===== src/rtl/mbs_pkg.sv =====
package mbs_pkg;
  typedef enum logic [2:0] {
    TS_I = 3'd0, TS_1 = 3'd1, TS_2 = 3'd2, TS_3 = 3'd3,
    TS_W = 3'd4, TS_4 = 3'd5, TS_H = 3'd6
  } tstate_e;

  localparam logic [2:0] K_CODE = 3'b000;
  localparam logic [2:0] K_MRD  = 3'b001;
  localparam logic [2:0] K_MWR  = 3'b010;
  localparam logic [2:0] K_PASS = 3'b011;
  localparam logic [2:0] K_INTA = 3'b100;
  localparam logic [2:0] K_IORD = 3'b101;
  localparam logic [2:0] K_IOWR = 3'b110;
  localparam logic [2:0] K_HALT = 3'b111;

  function automatic logic k_write(input logic [2:0] k);
    return (k == K_MWR) || (k == K_IOWR);
  endfunction

  function automatic logic k_rdstb(input logic [2:0] k);
    return (k == K_CODE) || (k == K_MRD) || (k == K_IORD);
  endfunction

  function automatic logic k_takes(input logic [2:0] k);
    return k_rdstb(k) || (k == K_INTA);
  endfunction
endpackage


===== src/rtl/mbs_phase_fsm.sv =====
module mbs_phase_fsm
  import mbs_pkg::*;
(
  input  logic    clk_i,
  input  logic    rst_ni,
  input  logic    start_i,
  input  logic    more_i,
  input  logic    ready_i,
  input  logic    hold_i,
  output tstate_e st_o,
  output logic    ph_o,
  output logic    hlda_o,
  output logic    load_o,
  output logic    adv_o
);
  tstate_e st_q, st_d;
  logic    ph_q, hlda_q, hlda_d;

  assign load_o = ph_q && (st_q == TS_I) && !hlda_q && start_i;
  assign adv_o  = ph_q && (st_q == TS_4) && !hlda_q && more_i;

  always_comb begin
    st_d = st_q;
    if (ph_q) begin
      case (st_q)
        TS_I:       st_d = hlda_q ? TS_H : (start_i ? TS_1 : TS_I);
        TS_1:       st_d = TS_2;
        TS_2:       st_d = TS_3;
        TS_3, TS_W: st_d = ready_i ? TS_4 : TS_W;
        TS_4:       st_d = hlda_q ? TS_H : (more_i ? TS_1 : TS_I);
        TS_H:       st_d = hlda_q ? TS_H : TS_I;
        default:    st_d = TS_I;
      endcase
    end
  end

  // grant and release only at the mid-point edge of a T-state
  always_comb begin
    hlda_d = hlda_q;
    if (!ph_q) begin
      if (!hlda_q && hold_i && (st_q == TS_4 || st_q == TS_I)) hlda_d = 1'b1;
      else if (hlda_q && !hold_i && st_q == TS_H)              hlda_d = 1'b0;
    end
  end

  always_ff @(posedge clk_i or negedge rst_ni) begin
    if (!rst_ni) begin
      st_q   <= TS_I;
      ph_q   <= 1'b0;
      hlda_q <= 1'b0;
    end else begin
      st_q   <= st_d;
      ph_q   <= !ph_q;
      hlda_q <= hlda_d;
    end
  end

  assign st_o   = st_q;
  assign ph_o   = ph_q;
  assign hlda_o = hlda_q;
endmodule


===== src/rtl/mbs_ctx.sv =====
module mbs_ctx
  import mbs_pkg::*;
#(
  parameter int AW = 20,
  parameter int BW = 8
) (
  input  logic            clk_i,
  input  logic            rst_ni,
  input  logic            load_i,
  input  logic            adv_i,
  input  logic            cap_i,
  input  logic [2:0]      kind_i,
  input  logic            wide_i,
  input  logic [AW-1:0]   addr_i,
  input  logic [2*BW-1:0] wdata_i,
  input  logic [1:0]      seg_i,
  input  logic [BW-1:0]   din_i,
  output logic [2:0]      kind_o,
  output logic [AW-1:0]   addr_o,
  output logic [BW-1:0]   wbyte_o,
  output logic [1:0]      seg_o,
  output logic            more_o,
  output logic            last_o,
  output logic [2*BW-1:0] rdata_o
);
  localparam int LANES = 2;

  logic [2:0]      kind_q;
  logic [AW-1:0]   base_q;
  logic [2*BW-1:0] wd_q;
  logic [1:0]      seg_q;
  logic            wide_q, idx_q;
  logic [BW-1:0]   lane_q [LANES];

  always_ff @(posedge clk_i or negedge rst_ni) begin
    if (!rst_ni) begin
      kind_q <= K_PASS;
      base_q <= '0;
      wd_q   <= '0;
      seg_q  <= '0;
      wide_q <= 1'b0;
      idx_q  <= 1'b0;
    end else if (load_i) begin
      kind_q <= kind_i;
      base_q <= addr_i;
      wd_q   <= wdata_i;
      seg_q  <= seg_i;
      wide_q <= wide_i;
      idx_q  <= 1'b0;
    end else if (adv_i) begin
      idx_q  <= 1'b1;
    end
  end

  for (genvar g = 0; g < LANES; g++) begin : g_lane
    always_ff @(posedge clk_i or negedge rst_ni) begin
      if (!rst_ni)                          lane_q[g] <= '0;
      else if (load_i)                      lane_q[g] <= '0;
      else if (cap_i && (idx_q == g[0]))    lane_q[g] <= din_i;
    end
    assign rdata_o[g*BW +: BW] = lane_q[g];
  end

  assign kind_o  = kind_q;
  assign addr_o  = base_q + AW'(idx_q);
  assign wbyte_o = idx_q ? wd_q[2*BW-1:BW] : wd_q[BW-1:0];
  assign seg_o   = seg_q;
  assign more_o  = wide_q && !idx_q;
  assign last_o  = !more_o;
endmodule


===== src/rtl/mbs_out_dec.sv =====
module mbs_out_dec
  import mbs_pkg::*;
#(
  parameter int AW = 20,
  parameter int BW = 8
) (
  input  tstate_e          st_i,
  input  logic             ph_i,
  input  logic             hlda_i,
  input  logic [2:0]       kind_i,
  input  logic [AW-1:0]    addr_i,
  input  logic [BW-1:0]    wbyte_i,
  input  logic [1:0]       seg_i,
  input  logic             ie_i,
  input  logic             more_i,
  input  logic             last_i,
  input  logic             req_ok_i,
  input  logic [2:0]       req_kind_i,
  output logic [BW-1:0]    ad_o,
  output logic             ad_oe_o,
  output logic [BW-1:0]    mid_o,
  output logic             mid_oe_o,
  output logic [AW-2*BW-1:0] hi_o,
  output logic             ale_o,
  output logic             rd_no,
  output logic             wr_no,
  output logic             inta_no,
  output logic             den_no,
  output logic [2:0]       code_o,
  output logic             done_o
);
  localparam int HI_W = AW - 2*BW;

  logic in_cyc, strb, tail, is_inta, den_act, ad_en;
  logic [BW-1:0] ad_val;

  always_comb begin
    in_cyc  = st_i inside {TS_1, TS_2, TS_3, TS_W, TS_4};
    strb    = st_i inside {TS_2, TS_3, TS_W};
    tail    = strb || (st_i == TS_4 && !ph_i);
    is_inta = (kind_i == K_INTA);

    ale_o   = (st_i == TS_1) && ph_i;
    rd_no   = !(strb && k_rdstb(kind_i));
    wr_no   = !(strb && k_write(kind_i));
    inta_no = !(strb && is_inta);

    // reads open the transceiver half a state later than writes
    if (k_write(kind_i)) den_act = tail;
    else                 den_act = k_takes(kind_i) && tail && !(st_i == TS_2 && !ph_i);
    den_no = !den_act;

    ad_en  = 1'b0;
    ad_val = '0;
    if (st_i == TS_1 && !is_inta) begin
      ad_en  = 1'b1;
      ad_val = addr_i[BW-1:0];
    end else if (st_i inside {TS_2, TS_3, TS_W, TS_4} && k_write(kind_i)) begin
      ad_en  = 1'b1;
      ad_val = wbyte_i;
    end
    if (hlda_i) ad_en = 1'b0;
    ad_oe_o = ad_en;
    ad_o    = ad_en ? ad_val : '0;

    mid_o    = in_cyc ? addr_i[2*BW-1:BW] : '0;
    mid_oe_o = !hlda_i && !(in_cyc && is_inta);

    if (st_i == TS_1)  hi_o = kind_i[2] ? '0 : addr_i[AW-1:2*BW];
    else if (in_cyc)   hi_o = {{(HI_W-3){1'b0}}, ie_i, seg_i};
    else               hi_o = '0;

    if (hlda_i)                                  code_o = 3'b111;
    else if (st_i inside {TS_1, TS_2, TS_3, TS_W}) code_o = kind_i;
    else if (st_i == TS_4)                       code_o = more_i ? kind_i : K_PASS;
    else if (st_i == TS_I)                       code_o = req_ok_i ? req_kind_i : K_PASS;
    else                                         code_o = K_PASS;

    done_o = (st_i == TS_4) && ph_i && last_i;
  end
endmodule


===== src/rtl/mux_bus_seq.sv =====
module mux_bus_seq
  import mbs_pkg::*;
#(
  parameter int AW = 20,
  parameter int BW = 8
) (
  input  logic              clk_i,
  input  logic              rst_ni,
  input  logic              req_valid_i,
  input  logic [2:0]        req_kind_i,
  input  logic              req_wide_i,
  input  logic [AW-1:0]     req_addr_i,
  input  logic [2*BW-1:0]   req_wdata_i,
  input  logic [1:0]        req_seg_i,
  input  logic              ie_flag_i,
  input  logic              ready_i,
  input  logic              hold_i,
  input  logic [BW-1:0]     ad_i,
  output logic [BW-1:0]     ad_o,
  output logic              ad_oe_o,
  output logic [BW-1:0]     a_mid_o,
  output logic              a_mid_oe_o,
  output logic [AW-2*BW-1:0] a_hi_o,
  output logic              ale_o,
  output logic              rd_no,
  output logic              wr_no,
  output logic              inta_no,
  output logic              den_no,
  output logic              dtr_o,
  output logic              iom_o,
  output logic              ss0_o,
  output logic              ctl_oe_o,
  output logic              hlda_o,
  output logic              done_o,
  output logic [2*BW-1:0]   rdata_o
);
  tstate_e       st;
  logic          ph, hlda, load, adv, more, last, cap, req_ok;
  logic [2:0]    kind, code;
  logic [AW-1:0] addr;
  logic [BW-1:0] wbyte;
  logic [1:0]    seg;

  assign req_ok = req_valid_i && (req_kind_i != K_PASS);
  assign cap    = ph && (st == TS_3 || st == TS_W) && ready_i && k_takes(kind);

  mbs_phase_fsm i_fsm (
    .clk_i, .rst_ni,
    .start_i (req_ok),
    .more_i  (more),
    .ready_i,
    .hold_i,
    .st_o    (st),
    .ph_o    (ph),
    .hlda_o  (hlda),
    .load_o  (load),
    .adv_o   (adv)
  );

  mbs_ctx #(.AW(AW), .BW(BW)) i_ctx (
    .clk_i, .rst_ni,
    .load_i  (load),
    .adv_i   (adv),
    .cap_i   (cap),
    .kind_i  (req_kind_i),
    .wide_i  (req_wide_i),
    .addr_i  (req_addr_i),
    .wdata_i (req_wdata_i),
    .seg_i   (req_seg_i),
    .din_i   (ad_i),
    .kind_o  (kind),
    .addr_o  (addr),
    .wbyte_o (wbyte),
    .seg_o   (seg),
    .more_o  (more),
    .last_o  (last),
    .rdata_o
  );

  mbs_out_dec #(.AW(AW), .BW(BW)) i_dec (
    .st_i       (st),
    .ph_i       (ph),
    .hlda_i     (hlda),
    .kind_i     (kind),
    .addr_i     (addr),
    .wbyte_i    (wbyte),
    .seg_i      (seg),
    .ie_i       (ie_flag_i),
    .more_i     (more),
    .last_i     (last),
    .req_ok_i   (req_ok),
    .req_kind_i (req_kind_i),
    .ad_o, .ad_oe_o,
    .mid_o      (a_mid_o),
    .mid_oe_o   (a_mid_oe_o),
    .hi_o       (a_hi_o),
    .ale_o, .rd_no, .wr_no, .inta_no, .den_no,
    .code_o     (code),
    .done_o
  );

  assign iom_o    = code[2];
  assign dtr_o    = code[1];
  assign ss0_o    = code[0];
  assign ctl_oe_o = !hlda;
  assign hlda_o   = hlda;
endmodule


===== config.mk =====
export PLATFORM = sky130hd
export DESIGN_NAME = mux_bus_seq
export DESIGN_NICKNAME = d
export VERILOG_FILES = /design/src/rtl/mbs_pkg.sv /design/src/rtl/mbs_phase_fsm.sv /design/src/rtl/mbs_ctx.sv /design/src/rtl/mbs_out_dec.sv /design/src/rtl/mux_bus_seq.sv
export SDC_FILE = /design/constraint.sdc
export NUM_CORES = 1
export LEC_CHECK = 0
export CAP_MARGIN = 20
export CORE_UTILIZATION = 52
export CTS_CLUSTER_SIZE = 8
export DETAILED_ROUTE_END_ITERATION = 8
export GPL_ROUTABILITY_DRIVEN = 1
export PLACE_DENSITY = 0.93
export SLEW_MARGIN = 20
export SYNTH_ARGS = -nofsm -noshare
export SYNTH_HDL_FRONTEND = slang
export SYNTH_HIERARCHICAL = 1
export SYNTH_SLANG_ARGS = --single-unit

===== constraint.sdc =====
create_clock -name clk_i -period 5.66 [get_ports clk_i]
set_input_delay 1.415 -clock clk_i [delete_from_list [all_inputs] [get_ports clk_i]]
set_output_delay 1.415 -clock clk_i [all_outputs]
set_load 0.05 [all_outputs]

# Word-level counts from Yosys, hierarchy flattened

Index checks and enable logic that the tools add are counted.

Flip-flop bits (word level): 64
Input bits: 56
Output and inout bits: 49
Logic and storage cells: 120

Add/sub/neg operators: 1
Equality and inequality tests: 12
Muxes and demuxes: 33
Bitwise gates (word level): 2
Reductions and logical operators: 61

Operators with widths:

| operator             | number |
|---|---|
| $mux W8              | 9 |
| $logic_and A1 B1 Y1  | 30 |
| $mux W3              | 10 |
| $add A20 B1 Y20      | 1 |
| $eq A3 B3 Y1 const B | 6 |
| $pmux W3 S6          | 1 |
| $logic_not A1 Y1     | 12 |
| $mux W1              | 11 |
| $eq A3 B2 Y1 const B | 3 |
| $mux W4              | 2 |
| $reduce_bool A2 Y1   | 4 |
| $reduce_bool A4 Y1   | 2 |
| $logic_or A1 B1 Y1   | 7 |
| $eq A3 B1 Y1 const B | 2 |
| $logic_not A3 Y1     | 2 |
| $reduce_bool A5 Y1   | 1 |
| $ne A3 B2 Y1 const B | 1 |
| $reduce_bool A3 Y1   | 1 |
| $not A1 Y1           | 2 |
| $reduce_and A2 Y1    | 1 |
| $reduce_or A2 Y1     | 1 |

# Depth between registers and ports, before layout

Gate-level depths: netlist (run 1).

Depth after elaboration: 8
Gate-level depth with buffers: 9
Gate-level depth less buffers: 8

# Cells and area by module

The synthesis (run 1) kept the hierarchy.

By module, submodules not included:

| module        | instances | cells each | area each (um^2) | seq. area each (um^2) |
|---|---|---|---|---|
| mbs_ctx       | 1         | 217        | 2,716.4          | 1,478.9 |
| mbs_out_dec   | 1         | 72         | 494.2            | 0.0 |
| mbs_phase_fsm | 1         | 37         | 324.1            | 125.1 |
| mux_bus_seq   | 1         | 7          | 47.5             | 0.0 |

# Least setup slack after synthesis (run 1)

No wires, ideal clock.

Path type: in2out
From: in req_kind_i[1]
To: out ss0_o
Arrival: 2.622 ns
Data required time: 4.245 ns
Setup slack: 1.623 ns
Stages on the path: 4
Path buffers: 0
Cell sequence: nand2_1 o21a_1 nor4b_1 a22oi_1

Word-level cells in the longest chain between the ends: 7

Ends and longest elaborated chain:

| item                 | RTL line          | RTL |
|---|---|---|
| from (decl)          | mux_bus_seq.sv:10 | `input logic [2:0] req_kind_i,` |
| $ne A3 B2 Y1         | mux_bus_seq.sv:44 | `assign req_ok = req_valid_i && (req_kind_i != K_PASS);` |
| $logic_and A1 B1 Y1  | mux_bus_seq.sv:44 |  |
| net req_ok           | mux_bus_seq.sv:38 | `logic ph, hlda, load, adv, more, last, cap, req_ok;` |
| $mux W3 (2 in a row) | mbs_out_dec.sv:76 | `else if (st_i == TS_I) code_o = req_ok_i ? req_kind_i : K_PASS;` |
| $mux W3              | mbs_out_dec.sv:75 | `else if (st_i == TS_4) code_o = more_i ? kind_i : K_PASS;` |
| $mux W3              | mbs_out_dec.sv:74 | `else if (st_i inside {TS_1, TS_2, TS_3, TS_W}) code_o = kind_i;` |
| $mux W3              | mbs_out_dec.sv:73 | `if (hlda_i) code_o = 3'b111;` |
| to (decl)            | mux_bus_seq.sv:31 | `output logic ss0_o,` |

The timed path passes the listed nets, and every way through them passes these cells.

# Final worst setup path (run 1)

From: in req_kind_i[1]
To: out iom_o

Word-level cells in the longest chain between the ends: 7

Ends and longest elaborated chain:

| item                 | RTL line          | RTL |
|---|---|---|
| $ne A3 B2 Y1         | mux_bus_seq.sv:44 |  |
| $logic_and A1 B1 Y1  | mux_bus_seq.sv:44 |  |
| net req_ok           | mux_bus_seq.sv:38 |  |
| $mux W3 (2 in a row) | mbs_out_dec.sv:76 |  |
| $mux W3              | mbs_out_dec.sv:75 |  |
| $mux W3              | mbs_out_dec.sv:74 |  |
| $mux W3              | mbs_out_dec.sv:73 |  |
| to (decl)            | mux_bus_seq.sv:30 | `output logic iom_o,` |

The timed path passes the listed nets, and every way through them passes these cells.

==> results.md, run 1 <==
- Compound-gate portion of the synthesized area: 0.103
- RSZ-0062 raised after global routing: no
- Largest family of logic cells by synthesized area: simple AND/OR/NAND/NOR gates
- CP endpoint kind: primary output
- CP max-delay cell: clkdlybuf4s50_1
- Least-Margin Pin Slew: 841 ps
- Most frequent CP cell: clkdlybuf4s50_1
- First-pass GRT wire length: 14,600 microns
- Syn Nets: 392
- Fin nets: 490
- Slew Viols, Final: 0
- WP data required: 4240 ps
- Yosys top cell by area: dfrtp_1
- Critical path launch point type: input pin
- Fmax: 0.201 GHz
- Final WL: 8840 microns
- Vias in the first global route: 3,017
- 1st-iter DRT viols: 137
- Top cells by area, synth: dfrtp_1, mux2_2, xnor2_1
- Synth Flop Type: dfrtp_1
- Top-area cell type share of the netlist area: 0.433
- Worst Skew: 5.75 ps
- Syn Inst Count: 333
- Syn_area_per_cell: 10.8 sq um
- Register area share after synthesis: 0.448
- Post-DP HPWL: 6160 microns
- Synthesis Warnings: 6
- Setup-failing EPs final: 0
- Die height: 85 microns
- # H-tree levels: 3
- Status: complete, no violations
- Via count: 2,992
- CTS max path bufs: 2
- CP Max Fanout: 3
- Static leakage: 2.07 nW
- Initial antenna violation count: 0
- Num rows: 29
- Share of layout cells above drive strength 1: 0.195
- Number of I/O port buffers: 104
- Xor/xnor share of the synthesized area: 0.0440
- Worst-path clk slew: 70 ps
- Post-route cell area: 4870 sq um
- I/O pin count: 105
- Wirelength per Cell: 17.2 microns
- Crit path kind: input pin to primary output
- Fin crit share: 0.880
- Placed cell areas: 4650 sq um
- Die W: 85 microns
- Synthesized cell area: 3580 sq um
- Register bit count reported by yosys: 64
- CTS sink count: 64
- Gp weighted congestion: 0.824
- Worst vdd ir: 0.000381 V
- Synth Area in Adders: 0.0105
- Async SR Flop Fraction: 1.00
- Post-synthesis simple-gate area fraction: 0.180
- Overflow after GRT: 0
- Worst endpoint data arrival time: 3560 ps
- Setup Fix Bufs, Post-CTS: 0
- Cts repair resizes: 0
- Core Region: 6490 sq um
- Final Util: 0.751
- Power Density: 659 nW/um^2
- Worst path cell trace: clkdlybuf4s50_1 > nand2_1 > o21a_1 > nor4b_1 > a221o_1 > clkdlybuf4s50_1
- Setup TNS: 0 ps
- Worst-skew pair later-pin latency: 330 ps
- ANT cells: 0
- DR DRC count: 0
- Post-synth EDFFs: 0
- CTS tree: done
- Starting density of the core: 0.552
- Detail Route Antenna Nets: 0
- Area growth syn-to-layout: 36.1%
- Total CTS buffers: 9
- Hold Path Class: flip-flop to flip-flop
- Netlist cell types: 52
- FILL cells: 449
- Post-synthesis mux area share: 0.180
- Die area: 7230 sq um
- Headroom to the max-slew limit: 0.439
- Hold Fails Final Rpt: 0
- Max Cap Violations: 0
- CTS Hold Bufs: 0
- Fin crit period: 4980 ps
- Vias per inst: 5.83
- Clock root cell: clkbuf_8
- 1st-pass router iterations: 4
- GRT Total Usage: 0.257
- Max stage delay on crit path: 810 ps
- Largest net degree at the start of global routing: 65
synthesized netlist by cell type (2+ instances only):
| library cell | instances |
|---|---|
| dfrtp_1 | 62 |
| mux2_2 | 50 |
| nand2_1 | 24 |
| a21oi_1 | 19 |
| nand3_1 | 19 |
| nor2_1 | 18 |
| and3_1 | 14 |
| xnor2_1 | 14 |
| buf_2 | 12 |
| a22o_1 | 8 |
| mux2i_1 | 8 |
| clkbuf_1 | 6 |
| nor4bb_1 | 5 |
| inv_1 | 4 |
| nand2b_1 | 4 |
| nand4_1 | 4 |
| nor2b_1 | 4 |
| o21ai_0 | 4 |
| o21ai_1 | 4 |
| xor2_1 | 4 |
| a31oi_1 | 3 |
| ha_1 | 3 |
| a211o_1 | 2 |
| a22oi_1 | 2 |
| and4_1 | 2 |
| dfstp_2 | 2 |
| inv_2 | 2 |
| nand2b_4 | 2 |
| nand3b_1 | 2 |
| nor3_1 | 2 |
| o21a_1 | 2 |
| o22ai_1 | 2 |
power by group:
part	internal [W]	total (W)	switching, W
Clock	0.000248	0.000436	0.000188
Sequential	0.000683	0.000946	0.000264
Combinational	0.000752	0.00183	0.00108
Total	0.00168	0.00321	0.00153
routing by layer:
layer / track usage / wire (microns)
met2: 0.444 / 4640
met5: 0 / 0
met3: 0.0360 / 461
met1: 0.323 / 3540
met4: 0.109 / 206
through the flow:
stage | worst slack, ps | std cells | power (W) | hold slack [ps]
after floorplan | 1620 | 333 | 0.00220 | 475
after global placement | 782 | 497 | 0.00271 | 485
after detailed placement | 696 | 497 | 0.00278 | 491
after CTS | 692 | 513 | 0.00323 | 509
after global routing | 547 | 513 | 0.00338 | 516
final | 681 | 513 | 0.00321 | 508
final timing paths:
path | endpoint | slack [ps] | cells past startpoint | from
worst min register to register | i_ctx/wd_q[3] | 510 | 1 | i_ctx/wd_q[3]
worst min-delay path | i_ctx/wd_q[3] | 510 | 1 | i_ctx/wd_q[3]
max in group asynchronous | i_ctx/base_q[10] | 3850 | 2 | rst_ni
worst max-delay path | iom_o | 680 | 6 | req_kind_i[1]
worst max register to register | i_ctx/rdata_o[6] | 2880 | 5 | i_fsm/st_o[2]
min in group asynchronous | i_fsm/st_o[2] | 1250 | 2 | rst_ni
registers in the layout (all words and copies together), names as in the netlist:
name,count
i_ctx/base_q,20
i_ctx/idx_q,1
i_ctx/kind_o,3
i_fsm/st_o,3
i_ctx/rdata_o,16
i_fsm/hlda_o,1
i_ctx/seg_o,2
i_ctx/wide_q,1
i_ctx/wd_q,16
i_fsm/ph_o,1
cell usage in the layout (no fill, tap or decap), drive strengths merged, types with 3 or more instances in the layout:
cell,netlist,routed
a21oi,19,19
a22o,8,8
a31oi,3,3
and3,14,14
buf,15,5
clkbuf,6,9
clkdlybuf4s50,0,103
clkinvlp,0,3
dfrtp,62,62
ha,3,3
inv,6,6
mux2,50,50
mux2i,8,8
nand2,24,24
nand2b,6,6
nand3,20,20
nand4,4,4
nor2,19,19
nor2b,4,4
nor4bb,5,5
o21ai,8,8
xnor2,14,14
xor2,4,4
worst max-delay path: cells and delay by family:
family | cells | cell delay [ps]
buffers and inverters | 2 | 1260
AOI/OAI and AO/OA | 2 | 380
and+or+nand+nor | 2 | 520
kinds of logic after synthesis:
group | Yosys count
simple gates | 110
compound gates | 53
flops | 64
mux | 58
buf+inv | 27
fa+ha+maj | 3
xor+xnor | 18
cell type report:
class	instances	area, sq um	area share
Tap cell	77	96.3	0.0198
Clock inverter	7	96.3	0.0198
Clock buffer	9	124	0.0254
Timing Repair Buffer	108	1070	0.219
Sequential cell	64	1600	0.329
Multi-Input combinational cell	242	1870	0.383
Inverter	6	22.5	0.00462
Note: power is estimated with default switching activity, not from simulation.
==> inputs of run 2 (changes only) <==
--- a/config.mk
+++ b/config.mk
@@ -5,12 +5,11 @@
 export SDC_FILE = /design/constraint.sdc
 export NUM_CORES = 1
 export LEC_CHECK = 0
-export CAP_MARGIN = 20
-export CORE_UTILIZATION = 52
+export CORE_UTILIZATION = 25
 export CTS_CLUSTER_SIZE = 8
 export DETAILED_ROUTE_END_ITERATION = 8
 export GPL_ROUTABILITY_DRIVEN = 1
-export PLACE_DENSITY = 0.93
+export PLACE_DENSITY = 0.49
 export SLEW_MARGIN = 20
 export SYNTH_ARGS = -nofsm -noshare
 export SYNTH_HDL_FRONTEND = slang
==> run 2 against run 1 <==
Net effect:
- sequential cell count unchanged
- critical endpoint unchanged
- cell area increased by 5.5%
- wire length increased by 10%
- maximum frequency decreased by 3.5%
==> results.md, run 2 (synthesis results as in run 1) <==
- Overflow after GRT: 0 (unchanged)
- Worst Skew: 3.99 ps (-1.75 ps)
- Fmax: 0.194 GHz (-3.5%)
- ANT cells: 0 (unchanged)
- Initial antenna violation count: 0 (unchanged)
- Crit path kind: input pin to primary output
- Worst-skew pair later-pin latency: 330 ps (about the same)
- Switch share: 0.453 (-0.0231)
- Worst-path clk slew: 50 ps (-20 ps)
- Comb power frac: 0.536 (-0.034)
- Fin crit share: 0.912 (+0.0318)
- Area growth syn-to-layout: 43.6%
- Via count: 2,900 (-3.1%)
- Min-Delay Path Depth: 1 (unchanged)
- Gp weighted congestion: 0.725 (-12%)
- Worst vdd ir: 0.000216 V (-43%)
- Die area: 14,800 sq um (+100%)
- Cts repair resizes: 0 (unchanged)
- Clock root cell: clkbuf_16
- DR DRC count: 0 (unchanged)
- Total CTS buffers: 9 (unchanged)
- Worst R2R Path Depth: 5 (unchanged)
- R2r endpoint: i_ctx/rdata_o[4]
- 1st-pass router iterations: 4 (unchanged)
- Hold Path Sink: i_ctx/wd_q[10]
- Max reg flops: 20 (unchanged)
- Wirelength per Cell: 15.8 microns (-8.2%)
- Die W: 122 microns (+43%)
- First-pass GRT wire length: 15,500 microns (+5.8%)
- CTS max path bufs: 2 (unchanged)
- Final WL: 9760 microns (+10%)
- Number of I/O port buffers: 104 (unchanged)
- CTS tree: done
- Most frequent cells in the layout: clkdlybuf4s50_1, dfrtp_1, mux2_2, nand2_1
- Max Cap Violations: 0 (unchanged)
- Flop pwr share: 0.276 (-0.019)
- Post-route cell area: 5140 sq um (+5.5%)
- RSZ-0062 raised after global routing: no
- Cell Int Power: 0.00187 W (+11%)
- Critical path launch point type: input pin
- GRT Total Usage: 0.139 (-0.118)
- Setup Fix Bufs, Post-CTS: 0 (unchanged)
- Detail Route Antenna Nets: 0 (unchanged)
- Most flop-heavy register: i_ctx/base_q
- Vias in the first global route: 2,867 (-5.0%)
- CTS sink count: 64 (unchanged)
- Power Density: 665 nW/um^2 (+0.87%)
- Setup TNS: 0 ps (unchanged)
- 1st-iter DRT viols: 110 (-20%)
- Most common cell after layout, fill and taps aside: clkdlybuf4s50_1
- Placed cell areas: 4800 sq um (+3.1%)
- Core Region: 13,900 sq um (+110%)
- Fin crit period: 5160 ps (+180 ps)
- I/O pin count: 105 (unchanged)
- Setup-failing EPs final: 0 (unchanged)
- Slew Viols, Final: 0 (unchanged)
- Largest net degree at the start of global routing: 42 (-35%)
- Die height: 122 microns (+43%)
- Headroom to the max-slew limit: 0.413 (-0.0258)
- Static leakage: 2.14 nW (+3.4%)
- CP endpoint kind: primary output
- WP data required: 4240 ps (about the same)
- Clock network fraction of design power: 0.188 (+0.052)
- Status: complete, no violations
- Worst endpoint data arrival time: 3740 ps (+180 ps)
- Vias per inst: 4.70 (-19%)
- # H-tree levels: 3 (unchanged)
- Hold Fails Final Rpt: 0 (unchanged)
- NetSw: 0.00155 W (+1.2%)
- Num rows: 43 (+48%)
- R2R setup slack: 2830 ps (-50 ps)
- Share of layout cells above drive strength 1: 0.199 (+0.00413)
- Fin nets: 491 (+0.20%)
- CTS Hold Bufs: 0 (unchanged)
- CP Max Fanout: 3 (unchanged)
- Hold Path Class: flip-flop to flip-flop
- R2R Path Start: i_fsm/st_o[2]
- Starting density of the core: 0.257 (-0.294)
- Pre-CTS WS: 469 ps (-227 ps)
- Final WS setup: 501 ps (-180 ps)
- Hold Crit Start: i_ctx/wd_q[10]
- Least-Margin Pin Slew: 880 ps (+38.6 ps)
- Post-DP HPWL: 6940 microns (+13%)
[run 2: layer usage]
layer / vias to the layer above / wire, microns / track usage
met2: 67 / 4650 / 0.219
met5: - / 0 / 0
met4: 0 / 129 / 0.0486
li1: 1406 / - / -
met3: 8 / 470 / 0.0403
met1: 1419 / 4510 / 0.181
[run 2: how the worst max path moves through the flow]
stage	to	startpoint	depth (start not counted)
3_3_place_gp	iom_o	req_kind_i[2]	5
6_report	iom_o	req_kind_i[2]	5
2_1_floorplan	ss0_o	req_kind_i[1]	4
3_5_place_dp	iom_o	req_kind_i[2]	5
4_1_cts	iom_o	req_kind_i[2]	5
5_1_grt	iom_o	req_kind_i[2]	5
[run 2: power groups by stage]
stage | clock network [W] | logic, W | registers [W]
2_1_floorplan | 0 | 0.00115 | 0.00106
3_3_place_gp | 0 | 0.00184 | 0.000942
3_5_place_dp | 0 | 0.00185 | 0.000953
4_1_cts | 0.000664 | 0.00185 | 0.000945
5_1_grt | 0.000682 | 0.00195 | 0.000985
6_report | 0.000644 | 0.00183 | 0.000944
[run 2: cell type report]
type / count / area (sq um)
inverters: 6 / 22.5
repair buffers: 109 / 1070
well taps: 180 / 225
flip-flops and latches: 64 / 1600
clock buffers: 9 / 225
fillers: 1380 / 8790
multi-input cells: 242 / 1870
clock inverters: 7 / 120
[run 2: critical path, cell delays in order]
cell	delay, ps
clkdlybuf4s50_1	560
o21a_1	190
nor4b_1	500
a221o_1	280
clkdlybuf4s50_1	810
[run 2: per-stage QoR]
step	util	cells	total power [W]	hold WS [ps]
after CTS	0.369	617	0.00346	506
after global routing	0.369	617	0.00361	514
after floorplan	-	333	0.00220	475
after global placement	0.344	601	0.00278	485
final	0.369	617	0.00342	501
after detailed placement	0.344	601	0.00280	493
